File: config.mk
export PLATFORM = sky130hd
export DESIGN_NAME = faultEncoder
export DESIGN_NICKNAME = d
export VERILOG_FILES = /design/src/rtl/faultEncPkg.sv /design/src/rtl/faultEncCtrl.sv /design/src/rtl/faultEncDatapath.sv /design/src/rtl/faultEncoder.sv
export SDC_FILE = /design/constraint.sdc
export NUM_CORES = 1
export LEC_CHECK = 0
export ABC_AREA = 0
export CAP_MARGIN = 0
export CORE_AREA = 2 2 39 41
export CTS_CLUSTER_SIZE = 10
export DETAILED_ROUTE_END_ITERATION = 7
export DIE_AREA = 0 0 41 43
export PLACE_DENSITY = 0.65
export SLEW_MARGIN = 40
export SYNTH_ARGS = -nofsm -noshare
export SYNTH_HDL_FRONTEND = slang
export SYNTH_SLANG_ARGS = --single-unit
export TNS_END_PERCENT = 20
File: constraint.sdc
create_clock -name clk -period 2.85 [get_ports clk]
set_input_delay 0.4275 -clock clk [delete_from_list [all_inputs] [get_ports clk]]
set_output_delay 0.4275 -clock clk [all_outputs]
set_load 0.005 [all_outputs]
File: src/rtl/faultEncPkg.sv
`timescale 1ns/1ps
package faultEncPkg;
  localparam int CODE_W = 4;
  typedef logic [CODE_W-1:0] faultCode_t;

  localparam faultCode_t CODE_NONE    = 4'd0;
  localparam faultCode_t CODE_WCUR    = 4'd1;
  localparam faultCode_t CODE_RSVD    = 4'd2;
  localparam faultCode_t CODE_TA      = 4'd3;
  localparam faultCode_t CODE_RHEAD   = 4'd4;
  localparam faultCode_t CODE_REF     = 4'd5;
  localparam faultCode_t CODE_SUPPLY  = 4'd6;
  localparam faultCode_t CODE_BADHEAD = 4'd7;
  localparam faultCode_t CODE_WHEAD   = 4'd8;
  localparam faultCode_t CODE_WDATA   = 4'd9;

  typedef enum logic [1:0] {
    OP_SLEEP   = 2'd0,
    OP_STANDBY = 2'd1,
    OP_READ    = 2'd2,
    OP_WRITE   = 2'd3
  } opMode_t;

  // Control-to-datapath strobes
  typedef struct packed {
    logic       clear;
    logic       isRead;
    logic       isWrite;
    logic       badHead;
    faultCode_t cand;
  } ctrlStrobe_t;
endpackage

File: src/rtl/faultEncCtrl.sv
`timescale 1ns/1ps
module faultEncCtrl
  import faultEncPkg::*;
#(
  parameter int HEAD_W    = 4,
  parameter int NUM_HEADS = 12
) (
  input  logic              clk,
  input  logic              rst_n,
  input  logic [1:0]        modeBits,
  input  logic              rwPin,
  input  logic              modeWrite,
  input  logic [HEAD_W-1:0] headSel,
  input  logic              wrCurInRead,
  input  logic              thermalAsp,
  input  logic              readHeadOpen,
  input  logic              refPinBad,
  input  logic              supplyLow,
  input  logic              writeHeadOpen,
  input  logic              writeDataIdle,
  output ctrlStrobe_t       strobe
);
  localparam int NUM_CODES = 2 ** CODE_W;
  localparam logic [HEAD_W:0] HEAD_LIMIT = (HEAD_W+1)'(NUM_HEADS);

  opMode_t              opMode;
  logic                 badHead;
  logic [NUM_CODES-1:0] hit;
  faultCode_t           cand;

  // Mode decode: the mode field alone selects sleep or standby
  always_comb begin
    if (modeBits[1])      opMode = rwPin ? OP_READ : OP_WRITE;
    else if (modeBits[0]) opMode = OP_STANDBY;
    else                  opMode = OP_SLEEP;
  end

  assign badHead = {1'b0, headSel} >= HEAD_LIMIT;

  // Qualify the detectors by mode, one hit bit per code
  always_comb begin
    hit = '0;
    unique case (opMode)
      OP_READ: begin
        hit[CODE_WCUR]    = wrCurInRead;
        hit[CODE_TA]      = thermalAsp;
        hit[CODE_RHEAD]   = readHeadOpen;
        hit[CODE_REF]     = refPinBad;
        hit[CODE_SUPPLY]  = supplyLow;
        hit[CODE_BADHEAD] = badHead;
      end
      OP_WRITE: begin
        hit[CODE_REF]     = refPinBad;
        hit[CODE_SUPPLY]  = supplyLow;
        hit[CODE_WHEAD]   = writeHeadOpen;
        hit[CODE_WDATA]   = writeDataIdle;
      end
      default: hit = '0;
    endcase
  end

  // Lowest nonzero code wins: scan downward so the last match is the lowest
  always_comb begin
    cand = CODE_NONE;
    for (int c = NUM_CODES - 1; c >= 1; c--) begin
      if (hit[c]) cand = faultCode_t'(c);
    end
  end

  assign strobe.clear   = modeWrite;
  assign strobe.isRead  = (opMode == OP_READ);
  assign strobe.isWrite = (opMode == OP_WRITE);
  assign strobe.badHead = badHead;
  assign strobe.cand    = cand;


  no_reserved_chk: assert property (@(posedge clk) disable iff (!rst_n)
    strobe.cand != CODE_RSVD);


  idle_quiet_chk: assert property (@(posedge clk) disable iff (!rst_n)
    (modeBits == 2'b00 || modeBits == 2'b01) |-> strobe.cand == CODE_NONE);


  lowest_wins_chk: assert property (@(posedge clk) disable iff (!rst_n)
    (modeBits[1] && rwPin && wrCurInRead) |-> strobe.cand == CODE_WCUR);


  bad_head_read_chk: assert property (@(posedge clk) disable iff (!rst_n)
    (modeBits[1] && rwPin && headSel >= HEAD_W'(NUM_HEADS)) |->
      (strobe.cand != CODE_NONE && strobe.cand <= CODE_BADHEAD));
endmodule

File: src/rtl/faultEncDatapath.sv
`timescale 1ns/1ps
module faultEncDatapath
  import faultEncPkg::*;
#(
  parameter int HEAD_W = 4
) (
  input  logic              clk,
  input  logic              rst_n,
  input  ctrlStrobe_t       strobe,
  input  logic [HEAD_W-1:0] headSel,
  output faultCode_t        faultCode,
  output logic              flagPullDown,
  output logic [HEAD_W-1:0] headOut,
  output logic              dummySel
);
  faultCode_t heldCode;

  // Capture only while empty; clear wins over capture
  always_ff @(posedge clk or negedge rst_n) begin
    if (!rst_n)                      heldCode <= CODE_NONE;
    else if (strobe.clear)           heldCode <= CODE_NONE;
    else if (heldCode == CODE_NONE)  heldCode <= strobe.cand;
  end

  // Open-collector drive: read flags low, write flags high
  always_comb begin
    if (strobe.isRead)       flagPullDown = (heldCode != CODE_NONE);
    else if (strobe.isWrite) flagPullDown = (heldCode == CODE_NONE);
    else                     flagPullDown = 1'b0;
  end

  assign dummySel  = strobe.badHead;
  assign headOut   = strobe.badHead ? '0 : headSel;
  assign faultCode = heldCode;


  clear_wins_chk: assert property (@(posedge clk) disable iff (!rst_n)
    strobe.clear |=> faultCode == CODE_NONE);


  held_code_chk: assert property (@(posedge clk) disable iff (!rst_n)
    (faultCode != CODE_NONE && !strobe.clear) |=> $stable(faultCode));


  quiet_flag_chk: assert property (@(posedge clk) disable iff (!rst_n)
    (!strobe.isRead && !strobe.isWrite) |-> !flagPullDown);


  dummy_route_chk: assert property (@(posedge clk) disable iff (!rst_n)
    dummySel |-> headOut == '0);
endmodule

File: src/rtl/faultEncoder.sv
`timescale 1ns/1ps
module faultEncoder
  import faultEncPkg::*;
#(
  parameter int HEAD_W    = 4,
  parameter int NUM_HEADS = 12
) (
  input  logic              clk,
  input  logic              rst_n,
  input  logic [1:0]        modeBits,
  input  logic              rwPin,
  input  logic              modeWrite,
  input  logic [HEAD_W-1:0] headSel,
  input  logic              wrCurInRead,
  input  logic              thermalAsp,
  input  logic              readHeadOpen,
  input  logic              refPinBad,
  input  logic              supplyLow,
  input  logic              writeHeadOpen,
  input  logic              writeDataIdle,
  output logic [3:0]        faultCode,
  output logic              flagPullDown,
  output logic [HEAD_W-1:0] headOut,
  output logic              dummySel
);
  ctrlStrobe_t strobe;

  faultEncCtrl #(.HEAD_W(HEAD_W), .NUM_HEADS(NUM_HEADS)) ctrl (
    .clk(clk), .rst_n(rst_n), .modeBits(modeBits), .rwPin(rwPin),
    .modeWrite(modeWrite), .headSel(headSel),
    .wrCurInRead(wrCurInRead), .thermalAsp(thermalAsp),
    .readHeadOpen(readHeadOpen), .refPinBad(refPinBad),
    .supplyLow(supplyLow), .writeHeadOpen(writeHeadOpen),
    .writeDataIdle(writeDataIdle), .strobe(strobe)
  );

  faultEncDatapath #(.HEAD_W(HEAD_W)) dpath (
    .clk(clk), .rst_n(rst_n), .strobe(strobe), .headSel(headSel),
    .faultCode(faultCode), .flagPullDown(flagPullDown),
    .headOut(headOut), .dummySel(dummySel)
  );
endmodule

======== Word level (Yosys, flattened, before mapping) ========
Index checks and enable logic that the tools add are counted.
storage, ports and cells
  register bits after elaboration ......... 4
  bits of input ports ..................... 17
  logic and storage cells ................. 29
cells by class
  $lt $le $gt $ge ......................... 1
  equality and inequality tests ........... 2
  mux-type cells .......................... 21
  reductions and logical operators ........ 4
operators by type and width
  kind                                                      number
  4-bit two-way mux                                         11
  2-bit two-way mux                                         4
  1-bit two-way mux                                         6
  2-bit == test, second input constant                      2
  4-bit greater-or-equal comparator, second input constant  1
  4-bit zero test                                           1
  4-bit nonzero test                                        1
  2-bit nonzero test                                        1
  2-bit OR reduction                                        1

======== Logic depth before layout (Yosys ltp) ========
  word-level depth ........................ 14
  mapped depth ............................ 5
  depth with buffers taken out ............ 5

======== Modules after synthesis ========
From an unflattened synthesis, not the netlist that was laid out.
unflattened totals
  cell total of the unflattened synthesis .. 49
  area total of the unflattened synthesis .. 389.1 sq um
by module, submodules not included
  module            times used  cells an instance  area an instance (sq um)  seq. area each (sq um)
  faultEncDatapath  1           24                 231.5                     100.1
  faultEncCtrl      1           25                 157.7                     0.0

======== Least setup slack after synthesis ========
No wires, ideal clock.
  path type ............................... reg-to-output
  start ................................... register dpath.heldCode[1], in the netlist dpath.faultCode[1]
  end ..................................... output port flagPullDown
  arrival ................................. 1066 ps
  required time ........................... 2423 ps
  setup slack ............................. 1357 ps
  stages on the path, launching flop included .. 4
  path buffers ............................ 0
  cells stage by stage .................... dfrtp_1 nor4_4 xor2_1 and2_1
between the ends
  word-level cells in the longest chain between the ends .. 3
  elaborated cells between the ends (all ways) .. 4
  those cells by class .................... mux (2); reduce/logical (2)
ends and longest elaborated chain
  what                      line                    text
  start: declaration        faultEncDatapath.sv:16  faultCode_t heldCode;
  start signal: assignment  faultEncDatapath.sv:22  else if (heldCode == CODE_NONE) heldCode <= strobe.cand;
  4-bit zero test           faultEncDatapath.sv:28  else if (strobe.isWrite) flagPullDown = (heldCode == CODE_NONE);
  1-bit two-way mux         faultEncDatapath.sv:28
  1-bit two-way mux *       faultEncDatapath.sv:27  if (strobe.isRead) flagPullDown = (heldCode != CODE_NONE);
  end: declaration          faultEncoder.sv:22      output logic flagPullDown,
Mark *: on every way between the ends. The rest lies on a longest branch, timed or not.

======== Worst setup path in the final report ========
Same ends and word-level chain as after synthesis.

==> flow_summary_export.csv <==
group,metric,value,unit
power_and_ir_drop,power_frac_comb,41.2,%
timing,fin_skew,0.4252,ps
critical_path,rr_endpoint,"dpath.faultCode[2]",
power_and_ir_drop,switchingPower,62.96,uW
die,start_util,23.96,%
power_and_ir_drop,sw_frac_of_total,26.95,%
timing,period_share,78.53,%
synth,yosys.area.top_type_share,30.19,%
power_and_ir_drop,power,233.7,uW
timing,setup_violations,0,
finish,nets,86,
cts,cts_max_level,1,
critical_path,path_cells,"nor4_4 -> xor2_1 -> and2_1 -> clkdlybuf4s50_1",
die,fp-row-count,14,
cts,clock_tree.root_cell,"clkbuf_4",
cts,hold_buffers,0,
critical_path,cp_slowest_cell,"clkdlybuf4s50_1",
global_route,antenna_found_initial,0,
power_and_ir_drop,p_leak,0.2589,nW
power_and_ir_drop,p_seq_share,29.9,%
critical_path,cp.arrival,1810,ps
synth,synth_area_leaders,"dfrtp_1 30%, and2_1 7.5%, nor2_1 6.8%, nor4_4 6.4%, nor2b_1 5.7%",
route,first_pass_iters,4,
placed_design,dpl.hpwl,778,um
global_route,grt_pass1_vias,336,
power_and_ir_drop,ir_worst_vdd,187.0,uV
route,wl_per_cell,11.27,um
route,wl,935,um
synth,yosysTopAreaCell,"dfrtp_1",
power_and_ir_drop,power.density,372.8,nW/um2
cts,clock_sinks,4,
route,drtIter0Drc,3,
global_route,grt_pass1_wl,1.359,mm
timing,hold_violations,0,
finish,nFillCells,133,
cts,ctsResizeCount,0,
route,antenna_left,0,
cts,clockBufferDepth,2,
power_and_ir_drop,clkPwrFrac,28.9,%
placed_design,post-place-ws,743.2,ps
timing,tns,0,ps
synth,synth_area,331.6,um2
critical_path,path_max_fanout,5,
timing,layout_min_cycle_time,2238,ps
finish,largest_reg_flops,4,
run_status,outcome,"finished, final reports clean",
finish,synthToLayoutAreaGrowth,89.06,%
die,dieArea,1763,um2
global_route,track_usage,11.20,%
power_and_ir_drop,p_int,170.7,uW
route,detail_route.vias_per_cell,4.747,
timing,tightest_slew,342.6,ps
critical_path,worstSetupPathType,"flop to output port",
cts,cts_tree,"yes",
timing,slew_headroom,76.99,%
critical_path,critPathLaunch,"dpath.faultCode[1]",
timing,rsz0062_at_grt,"false",
route,vias,394,
global_route,grt_remaining_overflow,0,
critical_path,end_kind,"output port",
timing,layout_setup_ws,612.0,ps
cts,clock_latency,230,ps
synth,yosysSeqAreaShare,30.19,%
cts,cts_buffers,3,
synth,synth_warnings,0,
finish,antenna-diode-count,0,
timing,finalMaxSlewViolations,0,
synth,synth_seq_cells,4,
placed_design,dpl.cell_count,80,
finish,stdcell_count,83,
global_route,grt_max_degree,10,
timing,max_freq,446.8,MHz
cts,post_cts_buffers,0,
worst_hold_path,hold_path_class,"input pin to asynchronous set/reset pin",
critical_path,start_kind,"flop",
synth,syn-num-nets,56,
critical_path,timing.rr.start,"dpath.faultCode[1]",
synth,syn_area_per_cell,8.502,um2
critical_path,rr_worst_depth,4,
die,die_x,41,um
critical_path,worst_ep_required_time,2420,ps
run,maxCapViolCount,0,
finish,post-route-util,45.30,%
route,drcViolationCount,0,
placed_design,port-buffer-count,25,
placed_design,place_congestion,0.7656,
synth,synth_cells,39,
die,core_area,1384,um2
critical_path,slowest_delay,490,ps
cts,cts.clk_slew.worst_paths,40,ps
finish,layout-drive-gt1-share,8.955,%
critical_path,r2r_slack,1480,ps
die,die_y,43,um
die,ios,27,
synth,yosys.cell_types.count,23,
==> worst max-delay path: cells and delay by family, from the launching register on <==
family	cells	cell delay, ps
buffers and inverters	1	490
xor gates and xnor gates	1	160
and+or+nand+nor	2	530
DFF	1	410
==> layout by cell type (no fill, tap or decap), types with 2 or more instances in the layout <==
cell type,n
a21oi_1,2
and2_1,4
clkbuf_4,3
clkdlybuf4s50_1,25
dfrtp_1,4
nand2_1,2
nor2_1,6
nor2b_1,3
nor3_1,2
==> logic make-up (layout without fill, tap and decap cells) <==
| kind of cell | Yosys count | count (layout) | share of synthesized area [%] |
|---|---|---|---|
| buffers and inverters | 2 | 30 | 2.639 |
| AO/OA/AOI/OAI | 12 | 12 | 28.68 |
| AND/OR/NAND/NOR | 20 | 20 | 35.85 |
| XOR/XNOR | 1 | 1 | 2.642 |
| flip-flops | 4 | 4 | 30.19 |
==> cells in the mapped netlist, drive strengths merged <==
cell type	count
a211o	1
a211oi	1
a21oi	2
a2bb2oi	1
a311oi	1
a31oi	1
a41oi	1
and2	4
buf	1
dfrtp	4
inv	1
nand2	2
nor2	6
nor2b	3
nor3	2
nor3b	1
nor4	2
o211a	1
o21ai	1
o21ba	1
o22ai	1
xor2	1
==> through the flow <==
step                      hold slack, ps  instance area [um2]
after CTS                          389.9                626.9
final                              396.6                626.9
after detailed placement           595.1                604.3
after floorplan                    131.9                331.6
after global routing               407.5                626.9
after global placement             580.9                604.3
==> routing by layer <==
layer	vias up	wire length [um]	GRT usage [%]
li1	203	-	-
met1	182	409	15.03
met2	9	480	16.56
met3	0	46	1.571
met4	0	0	6.000
met5	-	0	0
==> layout make-up <==
type                       count  area [um2]  share of cell area (%)
timing repair buffer          26       257.7                   41.12
multi-input combinational     33       222.7                   35.53
sequential                     4       100.1                   15.97
clock buffer                   3       22.52                   3.593
tap                           16       20.02                   3.194
inverter                       1       3.754                  0.5988
==> power groups by stage <==
stage | sequential, mW | clock [mW] | combinational, mW
after floorplan | 0.0701 | 0 | 0.0411
after global placement | 0.0705 | 0 | 0.0966
after global routing | 0.0706 | 0.0737 | 0.106
final | 0.0698 | 0.0675 | 0.0963
after detailed placement | 0.0705 | 0 | 0.0966
after CTS | 0.0698 | 0.0729 | 0.0970
==> worst max-delay path by stage <==
| stage | end | slack (ps) | depth (start not counted) |
|---|---|---|---|
| after CTS | flagPullDown | 590 | 4 |
| after global placement | flagPullDown | 740 | 4 |
| final | flagPullDown | 610 | 4 |
| after global routing | flagPullDown | 500 | 4 |
| after floorplan | flagPullDown | 1360 | 3 |
| after detailed placement | flagPullDown | 740 | 4 |
Power figures use the tool's default switching activity.
